[config.mk]
export PLATFORM = sky130hd
export DESIGN_NAME = irq_prio_select
export DESIGN_NICKNAME = d
export VERILOG_FILES = /design/src/rtl/irq_sel_pkg.sv /design/src/rtl/irq_gate.sv /design/src/rtl/irq_lsb_pick.sv /design/src/rtl/irq_out_stage.sv /design/src/rtl/irq_prio_select.sv
export SDC_FILE = /design/constraint.sdc
export NUM_CORES = 1
export LEC_CHECK = 0
export BUFFER_PORTS_ARGS = -buffer_cell sky130_fd_sc_hd__buf_2
export CORE_MARGIN = 2
export CORE_UTILIZATION = 48
export CTS_CLUSTER_DIAMETER = 200
export CTS_CLUSTER_SIZE = 10
export DETAILED_ROUTE_END_ITERATION = 12
export GPL_TIMING_DRIVEN = 0
export PLACE_DENSITY = 0.9
export SETUP_SLACK_MARGIN = 0.1
export SLEW_MARGIN = 20
export SYNTH_ARGS = -nofsm -noshare
export SYNTH_HDL_FRONTEND = slang
export SYNTH_SLANG_ARGS = --single-unit
[constraint.sdc]
create_clock -name clk -period 3.6 [get_ports clk]
set_input_delay 0.72 -clock clk [delete_from_list [all_inputs] [get_ports clk]]
set_output_delay 0.72 -clock clk [all_outputs]
set_load 0.05 [all_outputs]
[src/rtl/irq_sel_pkg.sv]
// Package: shared privilege encoding and helpers for the interrupt selector.
// Assumes the two-bit level encoding user=0, supervisor=1, machine=3, with
// the unused value 2 folded onto user.
package irq_sel_pkg;

    typedef enum logic [1:0] {
        LVL_USER  = 2'd0,
        LVL_SUPER = 2'd1,
        LVL_RSVD  = 2'd2,
        LVL_MACH  = 2'd3
    } priv_lvl_e;

    // Fold the unused encoding onto user level.
    function automatic priv_lvl_e norm_level(input logic [1:0] raw);
        priv_lvl_e lvl;
        lvl = priv_lvl_e'(raw);
        if (lvl == LVL_RSVD) begin
            lvl = LVL_USER;
        end
        return lvl;
    endfunction

endpackage

[src/rtl/irq_gate.sv]
// Module: irq_gate
// Masks the pending vector down to the causes that may interrupt the hart
// right now. A cause must be pending and enabled. It must also pass the enable
// rule of the level that handles it: machine level for undelegated causes and
// supervisor level for delegated ones.
// Assumes: purely combinational; priv_i uses the package encoding.
module irq_gate
    import irq_sel_pkg::*;
#(
    parameter int unsigned NUM_CAUSES = 16
) (
    input  logic [NUM_CAUSES-1:0] pend_i,
    input  logic [NUM_CAUSES-1:0] en_i,
    input  logic [NUM_CAUSES-1:0] deleg_i,
    input  logic [1:0]            priv_i,
    input  logic                  m_gie_i,
    input  logic                  s_gie_i,
    output logic [NUM_CAUSES-1:0] cand_o
);

    priv_lvl_e             lvl;
    logic                  m_open;
    logic                  s_open;
    logic [NUM_CAUSES-1:0] armed;

    // Decide per handling level whether it is open to interrupts now.
    always_comb begin
        lvl    = norm_level(priv_i);
        m_open = (lvl != LVL_MACH) || m_gie_i;
        s_open = (lvl == LVL_USER) || ((lvl == LVL_SUPER) && s_gie_i);
    end

    // Combine pending/enable with the level each cause is routed to.
    always_comb begin
        armed  = pend_i & en_i;
        cand_o = (armed & ~deleg_i & {NUM_CAUSES{m_open}})
               | (armed &  deleg_i & {NUM_CAUSES{s_open}});
    end

endmodule

[src/rtl/irq_lsb_pick.sv]
// Module: irq_lsb_pick
// Finds the lowest set bit of the candidate vector and reports it with a
// valid flag. The index is forced to 0 when no bit is set.
// Assumes: purely combinational; NUM_CAUSES >= 2.
module irq_lsb_pick #(
    parameter int unsigned NUM_CAUSES = 16,
    localparam int unsigned IDX_W     = $clog2(NUM_CAUSES)
) (
    input  logic [NUM_CAUSES-1:0] cand_i,
    output logic                  valid_o,
    output logic [IDX_W-1:0]      idx_o
);

    // Scan from the top down so the lowest set bit is the last one written.
    always_comb begin
        valid_o = |cand_i;
        idx_o   = '0;
        for (int i = NUM_CAUSES - 1; i >= 0; i--) begin
            if (cand_i[i]) begin
                idx_o = IDX_W'(i);
            end
        end
    end

endmodule

[src/rtl/irq_out_stage.sv]
// Module: irq_out_stage
// Optionally registers the selection. With REG_OUT=1 it adds one cycle of
// latency and a synchronous active-low reset that clears the result. With
// REG_OUT=0 it passes the result straight through.
module irq_out_stage #(
    parameter int unsigned IDX_W   = 4,
    parameter bit          REG_OUT = 1'b1
) (
    input  logic             clk,
    input  logic             rst_n,
    input  logic             valid_i,
    input  logic [IDX_W-1:0] idx_i,
    output logic             valid_o,
    output logic [IDX_W-1:0] idx_o
);

    generate
        if (REG_OUT) begin : g_reg
            logic             valid_q;
            logic [IDX_W-1:0] idx_q;

            // Capture the selection each cycle; reset clears it.
            always_ff @(posedge clk) begin
                if (!rst_n) begin
                    valid_q <= 1'b0;
                    idx_q   <= '0;
                end else begin
                    valid_q <= valid_i;
                    idx_q   <= idx_i;
                end
            end

            assign valid_o = valid_q;
            assign idx_o   = idx_q;

            // registered output carries the previous cycle's selection.
            a_r7_one_cycle: assert property (@(posedge clk) disable iff (!rst_n)
                $past(rst_n) |-> (valid_o == $past(valid_i)) && (idx_o == $past(idx_i)));
        end else begin : g_comb
            logic unused_clk;
            assign unused_clk = clk ^ rst_n;
            assign valid_o    = valid_i;
            assign idx_o      = idx_i;
        end
    endgenerate

endmodule

[src/rtl/irq_prio_select.sv]
// Module: irq_prio_select (top)
// Chooses the local interrupt cause a hart should take. Pending causes are
// gated by enable, delegation and the current level's global enables. The
// lowest-numbered survivor is then reported, optionally through one register.
// Assumes: synchronous active-low reset; inputs stable around the clock edge.
module irq_prio_select #(
    parameter int unsigned NUM_CAUSES = 16,
    parameter bit          REG_OUT    = 1'b1,
    localparam int unsigned IDX_W     = $clog2(NUM_CAUSES)
) (
    input  logic                  clk,
    input  logic                  rst_n,
    input  logic [NUM_CAUSES-1:0] pend_i,
    input  logic [NUM_CAUSES-1:0] en_i,
    input  logic [NUM_CAUSES-1:0] deleg_i,
    input  logic [1:0]            priv_i,
    input  logic                  m_gie_i,
    input  logic                  s_gie_i,
    output logic                  irq_valid_o,
    output logic [IDX_W-1:0]      irq_idx_o
);

    localparam logic [NUM_CAUSES-1:0] ONE_V = NUM_CAUSES'(1);

    logic [NUM_CAUSES-1:0] cand;
    logic                  sel_valid;
    logic [IDX_W-1:0]      sel_idx;

    irq_gate #(.NUM_CAUSES(NUM_CAUSES)) u_gate (
        .pend_i  (pend_i),
        .en_i    (en_i),
        .deleg_i (deleg_i),
        .priv_i  (priv_i),
        .m_gie_i (m_gie_i),
        .s_gie_i (s_gie_i),
        .cand_o  (cand)
    );

    irq_lsb_pick #(.NUM_CAUSES(NUM_CAUSES)) u_pick (
        .cand_i  (cand),
        .valid_o (sel_valid),
        .idx_o   (sel_idx)
    );

    irq_out_stage #(.IDX_W(IDX_W), .REG_OUT(REG_OUT)) u_out (
        .clk     (clk),
        .rst_n   (rst_n),
        .valid_i (sel_valid),
        .idx_i   (sel_idx),
        .valid_o (irq_valid_o),
        .idx_o   (irq_idx_o)
    );

    // the chosen cause is pending and enabled.
    a_r1_pend_and_en: assert property (@(posedge clk) disable iff (!rst_n)
        sel_valid |-> pend_i[sel_idx] && en_i[sel_idx]);

    // an undelegated choice at machine level needs the machine enable.
    a_r2_mach_rule: assert property (@(posedge clk) disable iff (!rst_n)
        (sel_valid && !deleg_i[sel_idx]) |-> (priv_i != 2'd3) || m_gie_i);

    // a delegated choice needs user level or supervisor with its enable.
    a_r3_super_rule: assert property (@(posedge clk) disable iff (!rst_n)
        (sel_valid && deleg_i[sel_idx]) |->
            (priv_i == 2'd0) || (priv_i == 2'd2) || ((priv_i == 2'd1) && s_gie_i));

    // no candidate below the chosen index.
    a_r4_lowest_wins: assert property (@(posedge clk) disable iff (!rst_n)
        sel_valid |-> (cand & ((ONE_V << sel_idx) - ONE_V)) == '0);

    // an empty selection reports index zero and no candidate exists.
    a_r5_none_zero: assert property (@(posedge clk) disable iff (!rst_n)
        !sel_valid |-> (sel_idx == '0) && (cand == '0));

endmodule

==> results of run 1 <==
[where the power goes]
group / switching [mW] / total, mW / internal (mW)
clock network: 0.0276 / 0.0680 / 0.0405
logic: 0.0965 / 0.171 / 0.0750
registers: 0.00183 / 0.0627 / 0.0609
total: 0.126 / 0.302 / 0.176
[registers in the layout, indices dropped and copies added (netlist names)]
signal and flops:
u_out.idx_o 4, u_out.valid_o 1
[per-stage QoR]
step / total power, mW / util [%]
after floorplan: 0.171 / -
after global placement: 0.228 / 67.9
after detailed placement: 0.233 / 67.9
after CTS: 0.299 / 69.3
after global routing: 0.322 / 69.3
final: 0.302 / 69.3
[worst max-delay path: stages]
cell and delay, ns:
buf_2 0.11, nand2b_4 0.17, buf_6 0.15, a311o_1 0.36, a21o_1 0.22, a2111oi_4 0.27
a21oi_1 0.10
[how the worst max path moves through the flow]
stage	start	endpoint	cells past startpoint
6_report	priv_i[1]	u_out.idx_o[0]$_SDFF_PP0_	7
2_1_floorplan	priv_i[1]	u_out.idx_o[0]$_SDFF_PP0_	6
5_1_grt	priv_i[1]	u_out.valid_o$_SDFF_PN0_	8
4_1_cts	priv_i[1]	u_out.idx_o[0]$_SDFF_PP0_	7
3_5_place_dp	priv_i[1]	u_out.idx_o[0]$_SDFF_PP0_	7
3_3_place_gp	priv_i[1]	u_out.idx_o[0]$_SDFF_PP0_	7
[metal layers]
metal	GRT usage [%]	vias up	wire length, µm
li1	-	683	-
met1	27.8	634	1280
met2	49.1	77	1610
met3	2.98	8	255
met4	9.91	0	39
met5	0	-	0
[kinds of logic (layout without fill, tap and decap cells)]
family	Yosys count	count (layout)
buffers and inverters	10	71
AO/OA/AOI/OAI	54	54
flip-flops	5	5
AND/OR/NAND/NOR	68	68
[area by class of cell]
| type | count | share of cell area (%) |
|---|---|---|
| multi-input combinational | 122 | 62.6 |
| timing repair buffer | 57 | 20.6 |
| sequential | 5 | 7.21 |
| buffer | 7 | 4.42 |
| tap | 27 | 2.43 |
| clock buffer | 3 | 1.62 |
| inverter | 3 | 0.812 |
| clock inverter | 1 | 0.361 |
[cells in the mapped netlist, types with 2 or more instances]
library cell	n	area (µm²)
nor2b_1	3	18.8
nand2_1	19	71.3
a311o_1	3	30.0
a21oi_2	2	17.5
buf_6	3	33.8
a211o_1	2	17.5
buf_4	3	22.5
and2_1	2	12.5
a2111oi_2	2	30.0
and4bb_2	4	50.1
nor2_1	2	7.51
o21a_1	2	15.0
inv_1	3	11.3
dfxtp_1	5	100
a211oi_1	3	22.5
nand3b_1	10	75.1
o221ai_1	2	17.5
a21oi_1	10	50.1
a311oi_1	4	35.0
nor4bb_1	4	40.0
o22ai_1	3	18.8
nand3_1	15	75.1
o21ai_0	4	20.0
a22oi_1	6	45.0
o2111ai_1	2	17.5
[cells in the final DEF, fill, tap and decap left out, types with 3 or more instances in the layout]
| cell type | instances |
|---|---|
| clkbuf_4 | 3 |
| a311oi_1 | 4 |
| a22oi_1 | 6 |
| nand3_1 | 15 |
| nor4bb_1 | 4 |
| inv_1 | 3 |
| nand3b_1 | 10 |
| o21ai_0 | 4 |
| nor2b_1 | 3 |
| o22ai_1 | 3 |
| a311o_1 | 3 |
| buf_6 | 3 |
| and4bb_2 | 4 |
| a21oi_1 | 10 |
| buf_2 | 58 |
| a211oi_1 | 3 |
| nand2_1 | 19 |
| buf_4 | 3 |
| dfxtp_1 | 5 |
==> qor.csv, run 1 <==
stage,metric,value,unit
critical_path,critPathArrivalTime,2.12,ns
timing,fin_crit_sh,55.0,%
clocking,clkSinkCount,5,
status,status,"complete, no violations",
timing,drv_slew,0,
drt,wl_per_cell,14.1,µm
yosys,synth_fa_ha_area_share,0,%
place,io_buffers,57,
drt,routed_wl,3180,µm
global_routing,grt_pass1_wl,5240,µm
timing,worst_slack,1.62,ns
critical_path,cp_max_fo,10,
layout,fin_cells,225,
clocking,cts_tree,yes,
clocking,cts.clk_slew.worst_paths,0.05,ns
worst_hold_path,min_from,rst_n,
global_routing,first_global_vias,1348,
die,ios,59,
die,dieWidth,50.6,µm
layout,layout.nets,253,
drt,ant_nets,0,
place,dp_cells,221,
critical_path,path_class,input pin to flop,
layout,n_antenna_cell,0,
yosys,yosys.area_share.simple,41.5,%
timing,hold_viol_final,0,
yosys,syn_nets,191,
timing,max_freq,0.505,GHz
yosys,syn_avg_cell_area,7.60,µm²
worst_hold_path,hold_end,u_out.valid_o$_SDFF_PN0_,
global_routing,gr-total-overflow,0,
yosys,ys.flop_type,dfxtp_1,
place,place_area,1360,µm²
timing,finalSetupViolCount,0,
global_routing,globalRouteTotalUtil,25.5,%
timing,whs,0.703,ns
yosys,synth_mux_area_share,0,%
drt,dr.pass1.iters,4,
place,hpwl,2630,µm
timing,maxSlewHeadroom,63.8,%
yosys,synth_cells,137,
drt,viasPerCell,6.23,
global_routing,antenna_found_initial,0,
yosys,yosys_warnings,0,
yosys,synth_xor_area_share,0,%
yosys,synth_edf_count,0,
place,gp_congestion,0.902,
critical_path,cp-start-kind,input pin,
power,cellPowerDensity,218,nW/µm²
clocking,numCtsBuffers,3,
drt,drtIter0Drc,52,
layout,final_area,1390,µm²
drt,drc,0,
drt,via_count,1402,
critical_path,required,3.74,ns
yosys,synth_area,1040,µm²
clocking,clock-root-buffer,clkbuf_4,
layout,area_growth,33.3,%
timing,fin_crit,1.98,ns
place,pre_cts_ws,1.36,ns
layout,nFillCells,176,
critical_path,cp-end-kind,flop,
die,num_rows,16,
clocking,post_cts_buffers,0,
worst_hold_path,hold_depth,2,
yosys,synth-async-reset-ratio,0,%
timing,worstMarginPinSlew,0.539,ns
power,irDropWorstVdd,173,µV
clocking,ctsHoldBuffers,0,
layout,regArea,100,µm²
die,die_area,2560,µm²
job,drv_cap,0,
timing,rsz0062_at_grt,no,
layout,multi_input_area,868,µm²
yosys,ys_seq_area_share,9.62,%
global_routing,grt_max_degree,11,
die,fp.dieH,50.6,µm
clocking,htree_levels,1,
yosys,synth_compound_area_share,41.9,%
yosys,ys_types,44,
clocking,cts_buffer_depth,2,
timing,tns,0,ns
worst_hold_path,hp-class,input pin to flop,
layout,drive_above_1_share,40.9,%
yosys,synth_top_family_by_area,compound AO/OA/AOI/OAI gates,
yosys,ys_ff_latch,5,
die,coreArea,2000,µm²
die,initial_core_util,52.0,%
clocking,cts-resized-gates,0,
power,p_leak,0.641,nW
Power figures use the tool's default switching activity.
==> run 2, diff against run 1 <==
--- a/config.mk
+++ b/config.mk
@@ -7,12 +7,12 @@
 export LEC_CHECK = 0
 export BUFFER_PORTS_ARGS = -buffer_cell sky130_fd_sc_hd__buf_2
 export CORE_MARGIN = 2
-export CORE_UTILIZATION = 48
+export CORE_UTILIZATION = 44
 export CTS_CLUSTER_DIAMETER = 200
 export CTS_CLUSTER_SIZE = 10
 export DETAILED_ROUTE_END_ITERATION = 12
 export GPL_TIMING_DRIVEN = 0
-export PLACE_DENSITY = 0.9
+export PLACE_DENSITY = 0.84
 export SETUP_SLACK_MARGIN = 0.1
 export SLEW_MARGIN = 20
 export SYNTH_ARGS = -nofsm -noshare
==> constraint.sdc (replaced) <==
create_clock -name clk -period 1.9 [get_ports clk]
set_input_delay 0.38 -clock clk [delete_from_list [all_inputs] [get_ports clk]]
set_output_delay 0.38 -clock clk [all_outputs]
set_load 0.05 [all_outputs]
==> run 2 against run 1 <==
Worst setup slack worse by 1.4 ns. Combinational power is 91% higher. Via count is 1.1% lower. Sequential power is 88% higher. Non-clock buffer count stayed put. Wire length is 0.13% lower. Global-route usage is 1.3 points lower. First-iteration DRC count is 1.9% lower. Clock power is 87% higher. Critical endpoint unchanged. Highest routed layer unchanged.
==> qor.csv, run 2 (same netlist as run 1, synthesis figures left out) <==
stage,metric,value,unit,change
status,status,"complete, no violations",,
global_routing,grt_pass1_wl,5170,µm,-1.4%
worst_hold_path,hp-class,input pin to flop,,
clocking,cts.clk_slew.worst_paths,0.05,ns,about the same
power,irDropWorstVdd,367,µV,+110%
timing,whs,0.376,ns,-0.327 ns
job,drv_cap,0,,unchanged
power,cellPowerDensity,412,nW/µm²,+89%
drt,wl_per_cell,14.0,µm,-0.57%
place,place_area,1360,µm²,about the same
timing,fin_crit_sh,88.0,%,
layout,drive_above_1_share,40.4,%,-0.51 points
drt,via_count,1387,,-1.1%
global_routing,globalRouteTotalUtil,24.1,%,-1.3 points
timing,drv_slew,0,,unchanged
layout,mostFrequentLayoutCell,buf_2,,
layout,area_growth,33.3,%,unchanged
layout,n_antenna_cell,0,,unchanged
global_routing,gr-total-overflow,0,,unchanged
clocking,cts-resized-gates,0,,unchanged
drt,ant_nets,0,,unchanged
critical_path,required,2.02,ns,-1.72 ns
place,hpwl,2580,µm,-1.9%
critical_path,cp-end-kind,flop,,
drt,drc,0,,unchanged
power,p_leak,0.638,nW,-0.43%
clocking,cts_buffer_depth,2,,unchanged
timing,fin_crit,1.67,ns,
clocking,clock-root-buffer,clkbuf_4,,
drt,viasPerCell,6.14,,-1.5%
place,gp_congestion,0.930,,+3.2%
clocking,cts_tree,yes,,
die,ios,59,,unchanged
timing,hold_viol_final,0,,unchanged
critical_path,cp-start-kind,input pin,,
critical_path,cp_max_fo,10,,unchanged
die,initial_core_util,46.6,%,-5.4 points
timing,rsz0062_at_grt,no,,
die,fp.dieH,52.6,µm,+4.1%
global_routing,grt_max_degree,11,,unchanged
die,dieWidth,52.6,µm,+4.1%
global_routing,first_global_vias,1306,,-3.1%
die,die_area,2770,µm²,+8.4%
layout,largest_reg_flops,4,,unchanged
place,io_buffers,57,,unchanged
layout,layout.nets,253,,unchanged
timing,finalSetupViolCount,0,,unchanged
timing,worstMarginPinSlew,0.538,ns,-0.00108 ns
drt,routed_wl,3170,µm,-0.13%
worst_hold_path,hold_depth,2,,unchanged
clocking,clkSinkCount,5,,unchanged
timing,max_freq,0.598,GHz,
layout,nFillCells,216,,+23%
global_routing,antenna_found_initial,0,,unchanged
layout,final_cell_mix,"buf_2 (58), nand2_1 (19), nand3_1 (15)",,
clocking,ctsHoldBuffers,0,,unchanged
drt,drtIter0Drc,51,,-1.9%
die,num_rows,17,,+1
clocking,htree_levels,1,,unchanged
die,coreArea,2230,µm²,+12%
power,p_total,571,µW,+89%
clocking,post_cts_buffers,0,,unchanged
worst_hold_path,hold_end,u_out.valid_o$_SDFF_PN0_,,
clocking,numCtsBuffers,3,,unchanged
worst_hold_path,min_from,rst_n,,
critical_path,critPathArrivalTime,1.79,ns,-0.33 ns
layout,final_area,1390,µm²,unchanged
timing,maxSlewHeadroom,63.9,%,+0.072 points
critical_path,path_class,input pin to flop,,
drt,dr.pass1.iters,4,,unchanged
-- run 2: worst max-delay path by stage --
stage	startpoint	end	slack (ns)
final	priv_i[1]	u_out.idx_o[0]$_SDFF_PP0_	0.23
after global routing	priv_i[1]	u_out.valid_o$_SDFF_PN0_	0.16
after CTS	priv_i[1]	u_out.idx_o[0]$_SDFF_PP0_	0.25
after detailed placement	priv_i[1]	u_out.idx_o[0]$_SDFF_PP0_	-0.005
after global placement	priv_i[1]	u_out.idx_o[0]$_SDFF_PP0_	0.004
after floorplan	priv_i[1]	u_out.idx_o[0]$_SDFF_PP0_	0.24
-- run 2: power breakdown --
part	internal [mW]	switching [mW]	leakage, nW
Clock	0.0797	0.0477	0.0150
Combinational	0.142	0.184	0.582
Sequential	0.116	0.00247	0.0414
Total	0.337	0.234	0.638
-- run 2: critical path, stage by stage --
cell and delay, ns:
buf_2 0.12, nand2b_4 0.17, buf_6 0.15, a311o_1 0.36
a21o_1 0.22, a2111oi_4 0.27, a21oi_1 0.11
-- run 2: final cells by class --
type                    instances  area (µm²)  share of cell area [%]
flip-flops and latches          5         100                    7.21
inverters                       3        11.3                   0.812
multi-input cells             122         868                    62.6
plain buffers                   7        61.3                    4.42
clock buffers                   4        26.3                    1.89
repair buffers                 57         285                    20.6
well taps                      28        35.0                    2.52
-- run 2: layer usage --
metal	routed length [µm]	global-route usage, %	vias to the layer above
met5	0	0	-
met4	30	5.13	0
met3	225	3.71	4
met2	1570	44.6	73
met1	1350	28.9	627
li1	-	-	683
-- run 2: stage by stage --
stage | utilization [%] | TNS [ns] | instances | worst slack [ns]
floorplan | - | 0 | 137 | 0.239
global placement | 61.0 | 0 | 222 | 0.00443
detailed placement | 61.0 | -0.00510 | 222 | -0.00510
CTS | 62.1 | 0 | 226 | 0.245
global route | 62.1 | 0 | 226 | 0.158
finish | 62.1 | 0 | 226 | 0.229
